--- src/rtl/lig_pkg.sv ---
package lig_pkg;
  typedef enum logic [1:0] {
    LIG_IDLE    = 2'd0,
    LIG_SEND    = 2'd1,
    LIG_RESCHED = 2'd2,
    LIG_REFUSE  = 2'd3
  } lig_verdict_e;
endpackage

--- src/rtl/lig_port_meter.sv ---
module lig_port_meter #(
  parameter int PORT_LIMIT = 2,
  parameter int CNT_W      = $clog2(PORT_LIMIT + 1)
) (
  input  logic             clk,
  input  logic             rst_n,
  input  logic             tick,
  input  logic             issue,
  output logic             room,
  output logic [CNT_W-1:0] used
);
  logic [CNT_W-1:0] eff_cnt;
  logic [CNT_W-1:0] cnt_d;
  logic             cnt_en;

  always_comb begin
    eff_cnt = tick ? '0 : used;
    room    = (eff_cnt < CNT_W'(PORT_LIMIT));
    cnt_d   = eff_cnt + CNT_W'(issue);
    cnt_en  = tick | issue;
  end

  always_ff @(posedge clk or negedge rst_n) begin
    if (!rst_n)      used <= '0;
    else if (cnt_en) used <= cnt_d;
  end
endmodule

--- src/rtl/lig_block_tracker.sv ---
module lig_block_tracker #(
  parameter int SEQ_W = 16
) (
  input  logic             clk,
  input  logic             rst_n,
  input  logic             reject,
  input  logic [SEQ_W-1:0] rej_seq,
  input  logic             clr,
  input  logic             hset,
  output logic             blocked,
  output logic             handled,
  output logic [SEQ_W-1:0] seq
);
  logic             live;
  logic             older_kept;
  logic             record;
  logic             blk_d;
  logic             hnd_d;
  logic [SEQ_W-1:0] seq_d;
  logic             blk_en;
  logic             hnd_en;

  always_comb begin
    live       = blocked & ~clr;
    older_kept = live & (seq < rej_seq);
    record     = reject & ~older_kept;
    blk_d      = blocked;
    seq_d      = seq;
    if (record) begin
      blk_d = 1'b1;
      seq_d = rej_seq;
    end else if (clr) begin
      blk_d = 1'b0;
      seq_d = '0;
    end
    hnd_d  = record ? 1'b0 : 1'b1;
    blk_en = record | clr;
    hnd_en = record | hset;
  end

  always_ff @(posedge clk or negedge rst_n) begin
    if (!rst_n) begin
      blocked <= 1'b0;
      seq     <= '0;
    end else if (blk_en) begin
      blocked <= blk_d;
      seq     <= seq_d;
    end
  end

  always_ff @(posedge clk or negedge rst_n) begin
    if (!rst_n)      handled <= 1'b0;
    else if (hnd_en) handled <= hnd_d;
  end
endmodule

--- src/rtl/lig_store_table.sv ---
module lig_store_table #(
  parameter int DEPTH  = 8,
  parameter int IDX_W  = $clog2(DEPTH),
  parameter int ADDR_W = 32,
  parameter int SIZE_W = 4,
  parameter int DATA_W = 64
) (
  input  logic              clk,
  input  logic              wr_en,
  input  logic [IDX_W-1:0]  wr_idx,
  input  logic [ADDR_W-1:0] wr_addr,
  input  logic [SIZE_W-1:0] wr_size,
  input  logic [DATA_W-1:0] wr_data,
  input  logic [IDX_W-1:0]  rd_idx,
  output logic [ADDR_W-1:0] rd_addr,
  output logic [SIZE_W-1:0] rd_size,
  output logic [DATA_W-1:0] rd_data
);
  logic [ADDR_W-1:0] addr_q [DEPTH];
  logic [SIZE_W-1:0] size_q [DEPTH];
  logic [DATA_W-1:0] data_q [DEPTH];

  for (genvar e = 0; e < DEPTH; e++) begin : g_entry
    logic ent_en;
    assign ent_en = wr_en & (wr_idx == IDX_W'(e));
    always_ff @(posedge clk) begin
      if (ent_en) begin
        addr_q[e] <= wr_addr;
        size_q[e] <= wr_size;
        data_q[e] <= wr_data;
      end
    end
  end

  always_comb begin
    rd_addr = addr_q[rd_idx];
    rd_size = size_q[rd_idx];
    rd_data = data_q[rd_idx];
  end
endmodule

--- src/rtl/load_issue_gate.sv ---
module load_issue_gate
  import lig_pkg::*;
#(
  parameter int SEQ_W      = 16,
  parameter int PORT_LIMIT = 2,
  parameter int CNT_W      = $clog2(PORT_LIMIT + 1),
  parameter int ST_DEPTH   = 8,
  parameter int ST_IDX_W   = $clog2(ST_DEPTH),
  parameter int ADDR_W     = 32,
  parameter int SIZE_W     = 4,
  parameter int DATA_W     = 64
) (
  input  logic                clk,
  input  logic                rst_n,
  input  logic                tick,
  input  logic                ld_valid,
  input  logic [SEQ_W-1:0]    ld_seq,
  input  logic                ld_uncached,
  input  logic                ld_locked,
  input  logic                ld_is_head,
  input  logic                ld_at_commit,
  output logic                cache_req_valid,
  output logic [SEQ_W-1:0]    cache_req_seq,
  input  logic                cache_accept,
  output logic                resched,
  output logic                mc_fault,
  output logic                port_refused,
  output logic [CNT_W-1:0]    ports_used,
  output logic                lock_flag,
  input  logic                blk_clear,
  input  logic                blk_handled_set,
  output logic                blocked,
  output logic                blocked_handled,
  output logic [SEQ_W-1:0]    blocked_seq,
  input  logic                sq_head_can_wb,
  input  logic                sq_head_done,
  input  logic                sq_mem_blocked,
  output logic                sq_will_wb,
  input  logic                st_wr_en,
  input  logic [ST_IDX_W-1:0] st_wr_idx,
  input  logic [ADDR_W-1:0]   st_wr_addr,
  input  logic [SIZE_W-1:0]   st_wr_size,
  input  logic [DATA_W-1:0]   st_wr_data,
  input  logic [ST_IDX_W-1:0] st_rd_idx,
  output logic [ADDR_W-1:0]   st_rd_addr,
  output logic [SIZE_W-1:0]   st_rd_size,
  output logic [DATA_W-1:0]   st_rd_data
);
  logic         rst_meta_n;
  logic         rst_sync_n;
  logic         room;
  logic         issue;
  logic         reject;
  logic         lock_set;
  lig_verdict_e verdict;

  // reset: asserted at once, released over two flops
  always_ff @(posedge clk or negedge rst_n) begin
    if (!rst_n) begin
      rst_meta_n <= 1'b0;
      rst_sync_n <= 1'b0;
    end else begin
      rst_meta_n <= 1'b1;
      rst_sync_n <= rst_meta_n;
    end
  end

  // verdict: misplaced uncacheable first, then port budget
  always_comb begin
    verdict = LIG_IDLE;
    if (ld_valid) begin
      if (ld_uncached && !(ld_is_head && ld_at_commit)) verdict = LIG_RESCHED;
      else if (!room)                                   verdict = LIG_REFUSE;
      else                                              verdict = LIG_SEND;
    end
    issue           = (verdict == LIG_SEND);
    cache_req_valid = issue;
    cache_req_seq   = ld_seq;
    resched         = (verdict == LIG_RESCHED);
    mc_fault        = (verdict == LIG_RESCHED);
    port_refused    = (verdict == LIG_REFUSE);
    reject          = issue & ~cache_accept;
    lock_set        = issue & cache_accept & ld_locked;
    sq_will_wb      = sq_head_can_wb & ~sq_head_done & ~sq_mem_blocked;
  end

  always_ff @(posedge clk or negedge rst_sync_n) begin
    if (!rst_sync_n)   lock_flag <= 1'b0;
    else if (lock_set) lock_flag <= 1'b1;
  end

  lig_port_meter #(.PORT_LIMIT(PORT_LIMIT), .CNT_W(CNT_W)) u_meter (
    .clk   (clk),
    .rst_n (rst_sync_n),
    .tick  (tick),
    .issue (issue),
    .room  (room),
    .used  (ports_used)
  );

  lig_block_tracker #(.SEQ_W(SEQ_W)) u_track (
    .clk     (clk),
    .rst_n   (rst_sync_n),
    .reject  (reject),
    .rej_seq (ld_seq),
    .clr     (blk_clear),
    .hset    (blk_handled_set),
    .blocked (blocked),
    .handled (blocked_handled),
    .seq     (blocked_seq)
  );

  lig_store_table #(
    .DEPTH(ST_DEPTH), .IDX_W(ST_IDX_W), .ADDR_W(ADDR_W),
    .SIZE_W(SIZE_W), .DATA_W(DATA_W)
  ) u_stab (
    .clk     (clk),
    .wr_en   (st_wr_en),
    .wr_idx  (st_wr_idx),
    .wr_addr (st_wr_addr),
    .wr_size (st_wr_size),
    .wr_data (st_wr_data),
    .rd_idx  (st_rd_idx),
    .rd_addr (st_rd_addr),
    .rd_size (st_rd_size),
    .rd_data (st_rd_data)
  );
endmodule

--- config.mk ---
export PLATFORM = sky130hd
export DESIGN_NAME = load_issue_gate
export DESIGN_NICKNAME = d
export VERILOG_FILES = /design/src/rtl/lig_pkg.sv /design/src/rtl/lig_port_meter.sv /design/src/rtl/lig_block_tracker.sv /design/src/rtl/lig_store_table.sv /design/src/rtl/load_issue_gate.sv
export SDC_FILE = /design/constraint.sdc
export NUM_CORES = 1
export LEC_CHECK = 0
export BUFFER_PORTS_ARGS = -buffer_cell sky130_fd_sc_hd__buf_2
export CAP_MARGIN = 20
export CORE_ASPECT_RATIO = 0.9
export CORE_MARGIN = 4
export CORE_UTILIZATION = 25
export CTS_BUF_LIST = sky130_fd_sc_hd__clkbuf_8
export DETAILED_ROUTE_END_ITERATION = 16
export PLACE_DENSITY_LB_ADDON = 0.15
export SLEW_MARGIN = 20
export SYNTH_ARGS = -nofsm -noshare
export SYNTH_HDL_FRONTEND = slang
export SYNTH_SLANG_ARGS = --single-unit
--- constraint.sdc ---
create_clock -name clk -period 2.7 [get_ports clk]
set_input_delay 0.54 -clock clk [delete_from_list [all_inputs] [get_ports clk]]
set_output_delay 0.54 -clock clk [all_outputs]
set_load 0.01 [all_outputs]
==> reports/results.ini <==
[timing]
rsz0062_at_grt = true
timing.slew.headroom_pct = 37.17
timing.final.crit_share_pct = 98.54
timing.hold.ws_ns = 0.1659
min_period_ns = 2.661
setup_viol = 0
max_freq_mhz = 375.8
skew_ns = 0.03001
finalHoldViolations = 0
slew_violations = 0
worst_pin_slew_ns = 0.9424
setup_slack_ns = 0.03931

[route]
wl_mm = 80.27
dr_total_vias = 15410
post_drt_wl_per_cell_um = 21.84
viasPerCell = 4.193
drcViolationCount = 0
drtAntennaViolNets = 0
drt-pass1-iter-count = 5
drt_iter0_drc = 806

[global_routing]
grt_max_degree = 59
grt_pass1_vias = 17400
grt-ovfl-total = 0
grt_first_pass_wirelength_mm = 117.9
grtUsageTotal_pct = 12.28
antenna_found_initial = 11

[floorplanning]
die_h_um = 344.7
die_area_um2 = 131700
rows = 123
chipWidth_um = 382.1
design.core.area_um2 = 125000
io-pin-count = 279
start_util_pct = 25.19

[min_path]
hp-start = cache_accept
whs_path_depth = 3
worst_hold_path_type = input pin to flop
min_to = u_track.blocked$_DFFE_PN0P_

[cells_and_area]
final_cell_mix = edfxtp_1 (800), mux4_2 (200), buf_2 (176), clkbuf_8 (149), dlygate4sd3_1 (122)
layout_commonest_cell = edfxtp_1
fin_cells = 3675
design_area_um2 = 40740
drive_above_1_share_pct = 43.30
nNetsFinal = 2030
syn2layout_area_growth_pct = 29.41
fillers = 12040

[setup_path]
r2r_slack_ns = 0.53
startpoint_type = flop
rr_worst_depth = 7
r2r-start = u_track.seq[15]$_DFFE_PN0P_
crit_type = flop to output pin
crit_fanout = 1
reg2reg_to = u_track.seq[9]$_DFFE_PN0P_
arrival_ns = 2.12
cp-end-kind = output pin
required_ns = 2.16

[cts]
worstSkewPairLatency_ns = 0.83
clkSlewWorstSetupHoldPaths_ns = 0.06
post-cts-setup-buffer-count = 0
root_buffer = clkbuf_8
cts_tree = done
clock_path_buffers = 3
cts.sinks = 823
htreeDepth = 4
cts_buffers = 145

[synthesis]
synth_seq_cells = 823
synth_top_area_share_pct = 76.31
netlist_instances = 1320
ys_seq_area_share_pct = 78.14
synth_area_um2 = 31480
ys_types = 31
yosysTopAreaCell = edfxtp_1
yosys-top-cells-area = edfxtp_1 (76%), mux4_2 (14%), mux2_2 (3.6%), dfrtp_1 (1.8%), ha_1 (0.64%)
synthesis.nets = 1473
yosysWarnings = 0
avgSynthCellArea_um2 = 23.85

[power_and_ir_drop]
swShare_pct = 23.12
switchingPower_mw = 6.381
cellPowerDensity_nw_per_um2 = 677.5
fin_total_pwr_mw = 27.60
intPower_mw = 21.22
p_comb_share_pct = 8.9
seqPwrFrac_pct = 52.8
leakage_nw = 13.98
ir_drop_v = 0.0004307
clkPwrFrac_pct = 38.3

[placed_design]
io_buffers = 278
placed_cell_area_um2 = 35950
numPlacedInstances = 3295
pre_cts_slack_ns = 0.04019
dp_hpwl_mm = 47.42
gp_congestion = 0.7305

[outcome]
status = complete, no violations

[run]
maxCapViolations = 0

-- kinds of logic after synthesis --
logic type / share of synthesized area (%)
AND/OR/NAND/NOR: 1.029
multiplexers: 18.43
buffers and inverters: 1.395
other: 0.01191
flip-flops: 78.14
adder cells (fa/ha/maj): 0.6359
AO/OA/AOI/OAI: 0.3577
-- worst max-delay path by stage --
stage / startpoint / endpoint / slack (ns) / cells past startpoint
after floorplan: st_wr_idx[2] / u_stab.addr_q[0][0]$_DFFE_PP_ / -0.88 / 2
after global placement: st_rd_idx[0] / st_rd_data[47] / 0.04 / 6
after CTS: u_stab.data_q[3][46]$_DFFE_PP_ / st_rd_data[46] / -0.14 / 3
final: u_stab.data_q[3][46]$_DFFE_PP_ / st_rd_data[46] / 0.04 / 3
after global routing: u_stab.data_q[3][49]$_DFFE_PP_ / st_rd_data[49] / -0.1 / 3
after detailed placement: st_rd_idx[0] / st_rd_addr[7] / 0.04 / 6
-- through the flow --
stage	setup TNS [ns]	util, %
final	0	32.60
after global routing	-5.318	32.59
after CTS	-8.462	32.57
after detailed placement	0	28.77
after global placement	0	28.77
after floorplan	-163.06	-
-- synthesized netlist by cell type (all sizes together) --
cell type and count:
edfxtp 800, mux4 200, mux2 102, buf 44, clkbuf 31, dfrtp 23, nand2b 23, ha 16
inv 16, mux2i 15, nor2 13, nand2 12, a21oi 5, nor3 4, o21ai 4, nor2b 2
a2111o 1, a21bo 1, a31o 1, a31oi 1, a41oi 1, and3 1, conb 1, nand4 1
nor3b 1, nor4 1
-- power groups by stage --
stage	Combinational [mW]	Clock (mW)	Sequential (mW)
2_1_floorplan	1.04	0	14.8
3_3_place_gp	2.02	0	14.8
3_5_place_dp	2.04	0	14.8
4_1_cts	2.52	11.2	14.6
5_1_grt	2.65	11.8	14.6
6_report	2.45	10.6	14.6
-- state kept, by name, summed over array words and instances (netlist names) --
register and count:
rst_sync_n 1, u_meter.used 2, u_stab.addr_q 256, u_track.blocked 1
u_track.handled 1, u_track.seq 16, u_stab.size_q 32, u_stab.data_q 512
rst_meta_n 1, lock_flag 1
-- worst max-delay path, stage by stage, from the launching register on --
cell and delay [ns]:
edfxtp_1 0.37, mux4_2 0.48, mux2_4 0.32, buf_6 0.14
-- per-layer routing --
metal / global-route usage, % / share of wire (%) / routed length [um]
met1: 15.91 / 44 / 35290
met2: 19.52 / 47 / 37990
met3: 3.809 / 6.4 / 5156
met4: 4.438 / 2.2 / 1793
met5: 0 / 0.042 / 34
-- layout make-up --
class                           instances  area [um2]  share of cell area (%)
Sequential cell                       823       24600                   60.38
Multi-Input combinational cell        406        6873                   16.87
Timing Repair Buffer                  485        4483                   11.00
Tap cell                             1687        2111                   5.181
Clock buffer                          148        2037                   5.000
Clock inverter                        101       556.8                   1.367
Inverter                               16       60.06                  0.1474
Antenna cell                            9       22.52                 0.05528
-- timing repair --
item	4_1_cts	5_1_grt
endpoints found under the setup margin	100	100
resized for setup	221	6
hold endpoints to repair	822	0
hold buffers	122	0
No activity file was read; power rests on OpenSTA's default activity.
